[config.mk]
export PLATFORM = sky130hd
export DESIGN_NAME = shift_rotate_unit
export DESIGN_NICKNAME = d
export VERILOG_FILES = /design/src/rtl/shrot_pkg.sv /design/src/rtl/shrot_step.sv /design/src/rtl/shrot_barrel.sv /design/src/rtl/shift_rotate_unit.sv
export SDC_FILE = /design/constraint.sdc
export NUM_CORES = 1
export LEC_CHECK = 0
export BUFFER_PORTS_ARGS = -buffer_cell sky130_fd_sc_hd__buf_2
export CAP_MARGIN = 30
export CORE_MARGIN = 3
export CORE_UTILIZATION = 49
export DETAILED_ROUTE_END_ITERATION = 10
export HOLD_SLACK_MARGIN = 0.05
export PLACE_DENSITY_LB_ADDON = 0.25
export SYNTH_ARGS = -nofsm -noshare
export SYNTH_HDL_FRONTEND = slang
export SYNTH_HIERARCHICAL = 1
export SYNTH_SLANG_ARGS = --single-unit
export TNS_END_PERCENT = 20
[constraint.sdc]
create_clock -name clk -period 3.11 [get_ports clk]
set_input_delay 0.311 -clock clk [delete_from_list [all_inputs] [get_ports clk]]
set_output_delay 0.311 -clock clk [all_outputs]
set_load 0.05 [all_outputs]
[src/rtl/shrot_pkg.sv]
package shrot_pkg;

  // Control word layout: bit 2 move, bit 1 right, bit 0 rotate
  typedef struct packed {
    logic move;
    logic right;
    logic rot;
  } shrot_ctl_t;

  // Per-bit multiplexer source
  typedef enum logic [1:0] {
    SRC_SAME  = 2'd0,
    SRC_LOWER = 2'd1,
    SRC_UPPER = 2'd2,
    SRC_EDGE  = 2'd3
  } shrot_src_e;

endpackage

[src/rtl/shrot_step.sv]
module shrot_step
  import shrot_pkg::*;
#(
  parameter int W = 8
) (
  input  logic [W-1:0] din,
  input  shrot_ctl_t   ctl,
  input  logic         fill_left,
  input  logic         fill_right,
  input  logic         arith,
  output logic [W-1:0] dout
);

  logic edge_lo;  // enters bit 0 on a left move
  logic edge_hi;  // enters bit W-1 on a right move

  always_comb begin
    if (ctl.rot) begin
      edge_lo = din[W-1];
      edge_hi = din[0];
    end else if (arith) begin
      edge_lo = 1'b0;
      edge_hi = din[W-1];
    end else begin
      edge_lo = fill_right;
      edge_hi = fill_left;
    end
  end

  for (genvar i = 0; i < W; i++) begin : g_bit
    logic       lower_nb;
    logic       upper_nb;
    logic       edge_in;
    shrot_src_e src;

    if (i == 0) begin : g_lo_end
      assign lower_nb = edge_lo;
    end else begin : g_lo_mid
      assign lower_nb = din[i-1];
    end

    if (i == W-1) begin : g_hi_end
      assign upper_nb = edge_hi;
    end else begin : g_hi_mid
      assign upper_nb = din[i+1];
    end

    assign edge_in = ctl.right ? edge_hi : edge_lo;

    always_comb begin
      if (!ctl.move)
        src = SRC_SAME;
      else if (ctl.right)
        src = (i == W-1) ? SRC_EDGE : SRC_UPPER;
      else
        src = (i == 0) ? SRC_EDGE : SRC_LOWER;
    end

    always_comb begin
      unique case (src)
        SRC_SAME:  dout[i] = din[i];
        SRC_LOWER: dout[i] = lower_nb;
        SRC_UPPER: dout[i] = upper_nb;
        SRC_EDGE:  dout[i] = edge_in;
        default:   dout[i] = din[i];
      endcase
    end
  end

endmodule

[src/rtl/shrot_barrel.sv]
module shrot_barrel #(
  parameter int W  = 8,
  parameter int AW = $clog2(W)
) (
  input  logic [W-1:0]  din,
  input  logic [AW-1:0] amt,
  output logic [W-1:0]  dout
);

  logic [W-1:0] rank [0:AW];

  assign rank[0] = din;

  for (genvar k = 0; k < AW; k++) begin : g_rank
    localparam int STEP = (1 << k) % W;
    for (genvar i = 0; i < W; i++) begin : g_mux
      localparam int SRC = (i + W - STEP) % W;
      assign rank[k+1][i] = amt[k] ? rank[k][SRC] : rank[k][i];
    end
  end

  assign dout = rank[AW];

endmodule

[src/rtl/shift_rotate_unit.sv]
module shift_rotate_unit
  import shrot_pkg::*;
#(
  parameter int W  = 8,
  parameter int AW = $clog2(W)
) (
  input  logic          clk,
  input  logic          rst,
  input  logic [W-1:0]  din,
  input  logic [2:0]    ctl,
  input  logic          fill_left,
  input  logic          fill_right,
  input  logic          arith,
  input  logic [AW-1:0] rot_amt,
  output logic [W-1:0]  step_out,
  output logic [W-1:0]  rot_out
);

  logic [W-1:0] step_nxt;
  logic [W-1:0] rot_nxt;

  shrot_step #(.W(W)) step_i (
    .din        (din),
    .ctl        (shrot_ctl_t'(ctl)),
    .fill_left  (fill_left),
    .fill_right (fill_right),
    .arith      (arith),
    .dout       (step_nxt)
  );

  shrot_barrel #(.W(W), .AW(AW)) barrel_i (
    .din  (din),
    .amt  (rot_amt),
    .dout (rot_nxt)
  );

  always_ff @(posedge clk) begin
    if (rst) begin
      step_out <= '0;
      rot_out  <= '0;
    end else begin
      step_out <= step_nxt;
      rot_out  <= rot_nxt;
    end
  end

endmodule

* Word-level counts from Yosys, hierarchy flattened
Index checks and enable logic that the tools add are counted.
** Cells by class
- Multiplexer cells :: 43
- Equality and inequality tests :: 9
- Reductions and logical operators :: 3
** Operators by type and width (count)
- case mux 1 bit (4 select lines) :: 8
- 2-to-1 mux 1 bit :: 30
- equality test 2 bit, second input constant :: 6
- 2-to-1 mux 2 bit :: 5
- equality test 2 x 1 -> 1 bit, second input constant :: 3
- zero test 2 bit :: 3
** Word-level totals
- Output and inout port bits :: 16
- Input port bits :: 19
- Flip-flop bits (word level) :: 16

* Longest topological paths before layout
Gate-level depths: netlist of run 1.
- Depth after elaboration :: 4
- Mapped depth :: 5

* Hierarchy
The synthesis of run 1 kept the hierarchy.
** By module, submodules not included
- shift_rotate_unit :: cells an instance 33, area an instance 464.2 um^2, seq. area each 320.3 um^2, times used 1
- shrot_barrel :: cells an instance 19, area an instance 326.6 um^2, seq. area each 0.0 um^2, times used 1
- shrot_step :: cells an instance 33, area an instance 206.4 um^2, seq. area each 0.0 um^2, times used 1

* Worst setup path after synthesis of run 1
No wires, ideal clock.
- Kind :: input -> register
- Start point :: input port rot_amt[2]
- End point :: register rot_out[0]
- Data required time :: 2.994 ns
- Slack :: 1.588 ns
- Library setup time :: 0.116 ns
- Arrival :: 1.407 ns
- Stages on the path :: 4
- Path through :: buf_6 > mux4_1 > mux2_2 > and2b_2
** Between the ends
- Cells in the longest elaborated chain, start to end :: 1
** RTL lines
- start, declared :: line shift_rotate_unit.sv:14 : input logic [AW-1:0] rot_amt,
- 2-to-1 mux 1 bit :: line shrot_barrel.sv:18 : assign rank[k+1][i] = amt[k] ? rank[k][SRC] : rank[k][i];
- net rot_nxt[0] :: line shift_rotate_unit.sv:20 : logic [W-1:0] rot_nxt;
- end signal, assigned :: line shift_rotate_unit.sv:43 : rot_out <= rot_nxt;
- end, declared :: line shift_rotate_unit.sv:16 : output logic [W-1:0] rot_out
The timed path passes the listed nets, and every way through them passes these cells.
A chain may end at the register's enable or synchronous reset.

* Worst setup path after layout of run 1
- Start point :: input port rot_amt[2]
- End point :: register rot_out[5]
The elaborated chain is that of the path after synthesis.

==> flow_summary.toml, run 1 <==
[pwr]
max-vdd-ir-drop_v = 0.0002900
power_density_mw_per_mm2 = 458.8
leakagePower_uw = 0.0005656

[worst_setup_path]
max_stage_delay_ps = 620
critPathKind = "input port to flop"
required_ps = 3280
cp_num_buf_inv = 1
cp.depth = 4
path_delay_family = "multiplexers"
path_max_fanout = 8
crit_chain = "buf_2 -> mux4_1 -> mux2_2 -> nor2b_2"
end_kind = "flop"
worstPathArrival_ps = 1570
slowest_stage = "mux4_1"
startpoint_type = "input port"

[sta]
maxSlewViolCount = 0
max_freq_ghz = 0.7164
worst_hold_slack_ps = 396.2
setup_viol = 0
final-hold-violation-count = 0
finalWorstSetupSlack_ps = 1714
worst_pin_slew_ps = 324.0
rsz0062_at_grt = "false"
slew_headroom_pct = 78.40
finalCritPeriodShare_pct = 44.89
setup-tns-final_ps = 0
period_needed_ps = 1396

[detailed_routing]
num_vias = 748
wirelength_um = 1905
ant_nets = 0
drt_iter0_markers = 4
wire_per_inst_um = 13.51
drt-vias-per-instance = 5.305
drtPass1Iterations = 4
drc_errors = 0

[place]
placed_cells = 137
gp_congestion = 0.7365
dp_slack_ps = 1405
port_buffers = 34
placed_cell_area_mm2 = 0.001141
dp_hpwl_um = 1417

[finish]
nets = 136
seq_area_um2 = 320.3
diodes = 0
multi_input_area_um2 = 611.8
nFillCells = 166
design_area_mm2 = 0.001177
layout-drive-gt1-share_pct = 50.86
layout.cells.non_filler = 141
area_delta_synth_final_pct = 18.07

[cts]
htreeDepth = 1
cts_tree = "yes"
cts_hold_buf = 0
path_clk_slew_ps = 90
clock_path_buffers = 2
cts_buffers = 3
cts_resized = 0
clkSinkCount = 16
cts_setup_buffers = 0
cts_root_buf = "clkbuf_4"

[floorplan]
die-area_mm2 = 0.002612
rows = 15
start_util_pct = 54.78
fp.coreArea_mm2 = 0.001821
die_height_um = 51.11
fp.dieW_um = 51.11
ios = 35

[yosys]
synth.ff_latch_count = 16
async_reset_ff_share_pct = 0
syn_area_um2 = 997.2
synth-seq-area-share_pct = 32.12
yosysWarnings = 6
ys_types = 21
ys.flop_type = "dfxtp_1"
synth_fp_nets = 104
synth.avg_cell_area_um2 = 11.73
synth_edf_count = 0
syn_inst = 85

[grt]
overflow = 0
met2_usage_pct = 30.26
grt_use_total_pct = 16.33
antenna_found_initial = 0
gr-usage-met1_pct = 17.32
met3_usage_pct = 4.082
grt_max_degree = 18
grt_pass1_wl_um = 3174
grt_pass1_vias = 720
grt-busiest-layer = "met2"

[hold_path]
min_to = "rot_out[6]"
min-delay-start = "rst"
min_path_type = "input port to flop"
hold_path_depth = 2

[status]
status = "finished clean"

[flow_run]
maxCapViolCount = 0
final cells by class:
type / instances / area share (%)
flip-flops and latches: 16 / 27.21
well taps: 25 / 2.657
inverters: 2 / 0.6376
repair buffers: 34 / 14.45
clock buffers: 4 / 3.082
multi-input cells: 60 / 51.97
sequential cells by signal, indices dropped and copies added, names as in the netlist:
signal / count
rot_out: 8
step_out: 8
per-layer routing:
layer,part of all wire (%),vias to the layer above
li1,-,375
met1,40,346
met2,53,25
met3,6.8,2
met4,0.68,0
met5,0,-
layout by cell type, fill, tap and decap left out, types with 2 or more instances in the layout:
cell | synthesis | final
clkbuf_4 | 0 | 3
nor2b_1 | 3 | 3
inv_1 | 2 | 2
a21oi_1 | 6 | 6
and2b_2 | 6 | 6
nor2b_2 | 7 | 7
nor2_1 | 7 | 7
dfxtp_1 | 16 | 16
mux2_2 | 8 | 8
buf_2 | 1 | 34
nand2_1 | 2 | 2
mux4_1 | 8 | 8
mux2i_1 | 7 | 7
how the worst max path moves through the flow:
stage,startpoint,endpoint
detailed placement,rot_amt[2],rot_out[1]
CTS,rot_amt[2],rot_out[1]
finish,rot_amt[2],rot_out[5]
global route,rot_amt[2],rot_out[7]
floorplan,rot_amt[2],rot_out[0]
global placement,rot_amt[2],rot_out[7]
cell usage after synthesis (2+ instances only):
| library cell | n | area [um^2] |
|---|---|---|
| and2b_2 | 6 | 52.55 |
| nand2_1 | 2 | 7.510 |
| buf_6 | 3 | 33.78 |
| a21oi_1 | 6 | 30.03 |
| mux2i_1 | 7 | 70.07 |
| mux2_2 | 8 | 90.09 |
| buf_4 | 2 | 15.01 |
| inv_1 | 2 | 7.510 |
| nor2b_1 | 3 | 18.77 |
| mux4_1 | 8 | 210.2 |
| nor2_1 | 7 | 26.28 |
| nor2b_2 | 7 | 61.31 |
| dfxtp_1 | 16 | 320.3 |
stage by stage:
stage	power, uW	util, %
floorplan	370.5	-
global placement	405.7	62.68
detailed placement	409.5	62.68
CTS	550.1	64.67
global route	573.6	64.67
finish	540.2	64.67
power by group:
group / internal [uW] / leakage, uW / switching, uW
sequential: 222 / 0.000134 / 3.27
combinational: 68.6 / 0.000411 / 110
clock: 71.2 / 0.0000210 / 64.7
total: 362 / 0.000566 / 178
logic make-up (layout without fill, tap and decap cells):
logic type             Yosys count  count (layout)  synth area share, %
and+or+nand+nor                 26              26                17.44
AOI/OAI and AO/OA               11              11                6.776
buffers and inverters            9              40                6.523
DFF                             16              16                32.12
muxes                           23              23                37.14
Power figures use the tool's default switching activity.
==> inputs of run 2 (changes only) <==
Settings changed: CORE_UTILIZATION 49 to 48.
Clock period 3.11 ns to 1.3 ns, I/O delays scaled along.
==> run 2 against run 1 <==
Net effect: count of clock-buffer cells in the layout unchanged; critical path type unchanged; combinational power rose by 150%; sequential share of layout area shrank 1.2 points; setup slack worse by 1600 ps; worst hold slack worse by 200 ps; first-iteration DRC count rose by 25%; cell count increased by 5.0%; non-clock buffer count rose by 7; critical path depth is the same; sequential cell count unchanged; via count grew 1.9%; power increased by 150%.
==> flow_summary.toml, run 2 (synthesis results as in run 1) <==
[floorplan]
fp.coreArea_mm2 = 0.001839
start_util_pct = 54.22
die_height_um = 51.58
ios = 35
rows = 15
fp.dieW_um = 51.58
die-area_mm2 = 0.002661

[grt]
antenna_found_initial = 0
grt_pass1_vias = 711
grt_max_degree = 18
overflow = 0
grt_pass1_wl_um = 3222
grt_use_total_pct = 16.72

[flow_run]
maxCapViolCount = 0

[worst_setup_path]
startpoint_type = "input port"
path_delay_family = "multiplexers"
crit_start = "rot_amt[2]"
worstPathArrival_ps = 1380
required_ps = 1510
max_stage_delay_ps = 610
slowest_stage = "mux4_1"
cp_num_buf_inv = 1
path_max_fanout = 7
crit_chain = "buf_2 -> mux4_1 -> mux2_2 -> and2b_2"
end_kind = "flop"
critPathKind = "input port to flop"

[detailed_routing]
drc_errors = 0
drtPass1Iterations = 2
wire_per_inst_um = 13.33
num_vias = 762
wirelength_um = 1973
drt-vias-per-instance = 5.149
drt_iter0_markers = 5
ant_nets = 0

[hold_path]
min_path_type = "input port to flop"
hold_path_depth = 2
min_to = "step_out[0]"
min-delay-start = "rst"

[sta]
worst_hold_slack_ps = 197.7
setup_viol = 0
maxSlewViolCount = 0
worst_pin_slew_ps = 328.7
finalCritPeriodShare_pct = 90.55
final-hold-violation-count = 0
max_freq_ghz = 0.8495
period_needed_ps = 1177
slew_headroom_pct = 78.08
rsz0062_at_grt = "false"

[cts]
cts_tree = "yes"
cts_resized = 0
clock_path_buffers = 2
path_clk_slew_ps = 100
htreeDepth = 1
cts_hold_buf = 0
cts_buffers = 3
cts_root_buf = "clkbuf_4"
cts_setup_buffers = 0
clkSinkCount = 16

[place]
gp_congestion = 0.7898
dp_hpwl_um = 1480
port_buffers = 34
placed_cells = 144

[finish]
layout_commonest_cell = "buf_2"
finalCoreUtilization_pct = 66.87
layout-drive-gt1-share_pct = 53.66
nFillCells = 159
layout.cells.non_filler = 148
nets = 143
final_cell_mix = "34 x buf_2, 16 x dfxtp_1, 8 x mux4_1, 8 x mux2_2"
top_regs = "rot_out x8, step_out x8"
area_delta_synth_final_pct = 23.34
diodes = 0

[pwr]
pwr-share-seq_pct = 40.7
sw_frac_of_total_pct = 33.60
max-vdd-ir-drop_v = 0.0007418
p_int_uw = 879.3
leakagePower_uw = 0.0005992
clkPwrFrac_pct = 25.8
switching_power_uw = 444.9
p_comb_share_pct = 33.5
power_density_mw_per_mm2 = 1077

[status]
status = "finished clean"
run 2: cell types whose count changed in the layout (fill, tap and decap cells not counted), sizes merged:
| cell | delta |
|---|---|
| buf | +7 |
run 2: worst max path at each step:
stage | to | slack [ps] | cells past startpoint
after detailed placement | rot_out[1] | -200 | 4
after global placement | rot_out[7] | -180 | 4
after CTS | rot_out[1] | 130 | 4
final | rot_out[1] | 120 | 4
after global routing | rot_out[1] | 80 | 4
after floorplan | rot_out[0] | -40 | 4
run 2: area by class of cell:
class / instances / area [um^2] / share of cell area, %
Multi-Input combinational cell: 60 / 611.8 / 49.75
Clock buffer: 4 / 36.28 / 2.950
Sequential cell: 16 / 320.3 / 26.04
Timing Repair Buffer: 41 / 222.7 / 18.11
Inverter: 2 / 7.507 / 0.6104
Tap cell: 25 / 31.28 / 2.543
run 2: through the flow:
step / power, uW / setup WS (ps) / setup TNS, ps / cell area, um^2
final: 1324 / 122.8 / 0 / 1230
after detailed placement: 994.9 / -199.0 / -1252 / 1194
after global placement: 988.8 / -184.1 / -1099 / 1194
after global routing: 1389 / 84.74 / 0 / 1230
after floorplan: 886.4 / -41.25 / -165.0 / 997.2
after CTS: 1342 / 134.4 / 0 / 1230
run 2: power groups by stage:
| stage | Sequential, uW | Combinational, uW | Clock (uW) |
|---|---|---|---|
| floorplan | 702 | 185 | 0 |
| global placement | 550 | 439 | 0 |
| detailed placement | 551 | 444 | 0 |
| CTS | 539 | 446 | 357 |
| global route | 542 | 474 | 373 |
| finish | 539 | 444 | 342 |
run 2: metal layers:
metal	global-route usage [%]	wire, um
met5	0	0
met4	10.48	45
met3	3.725	117
met2	26.69	934
met1	20.29	875
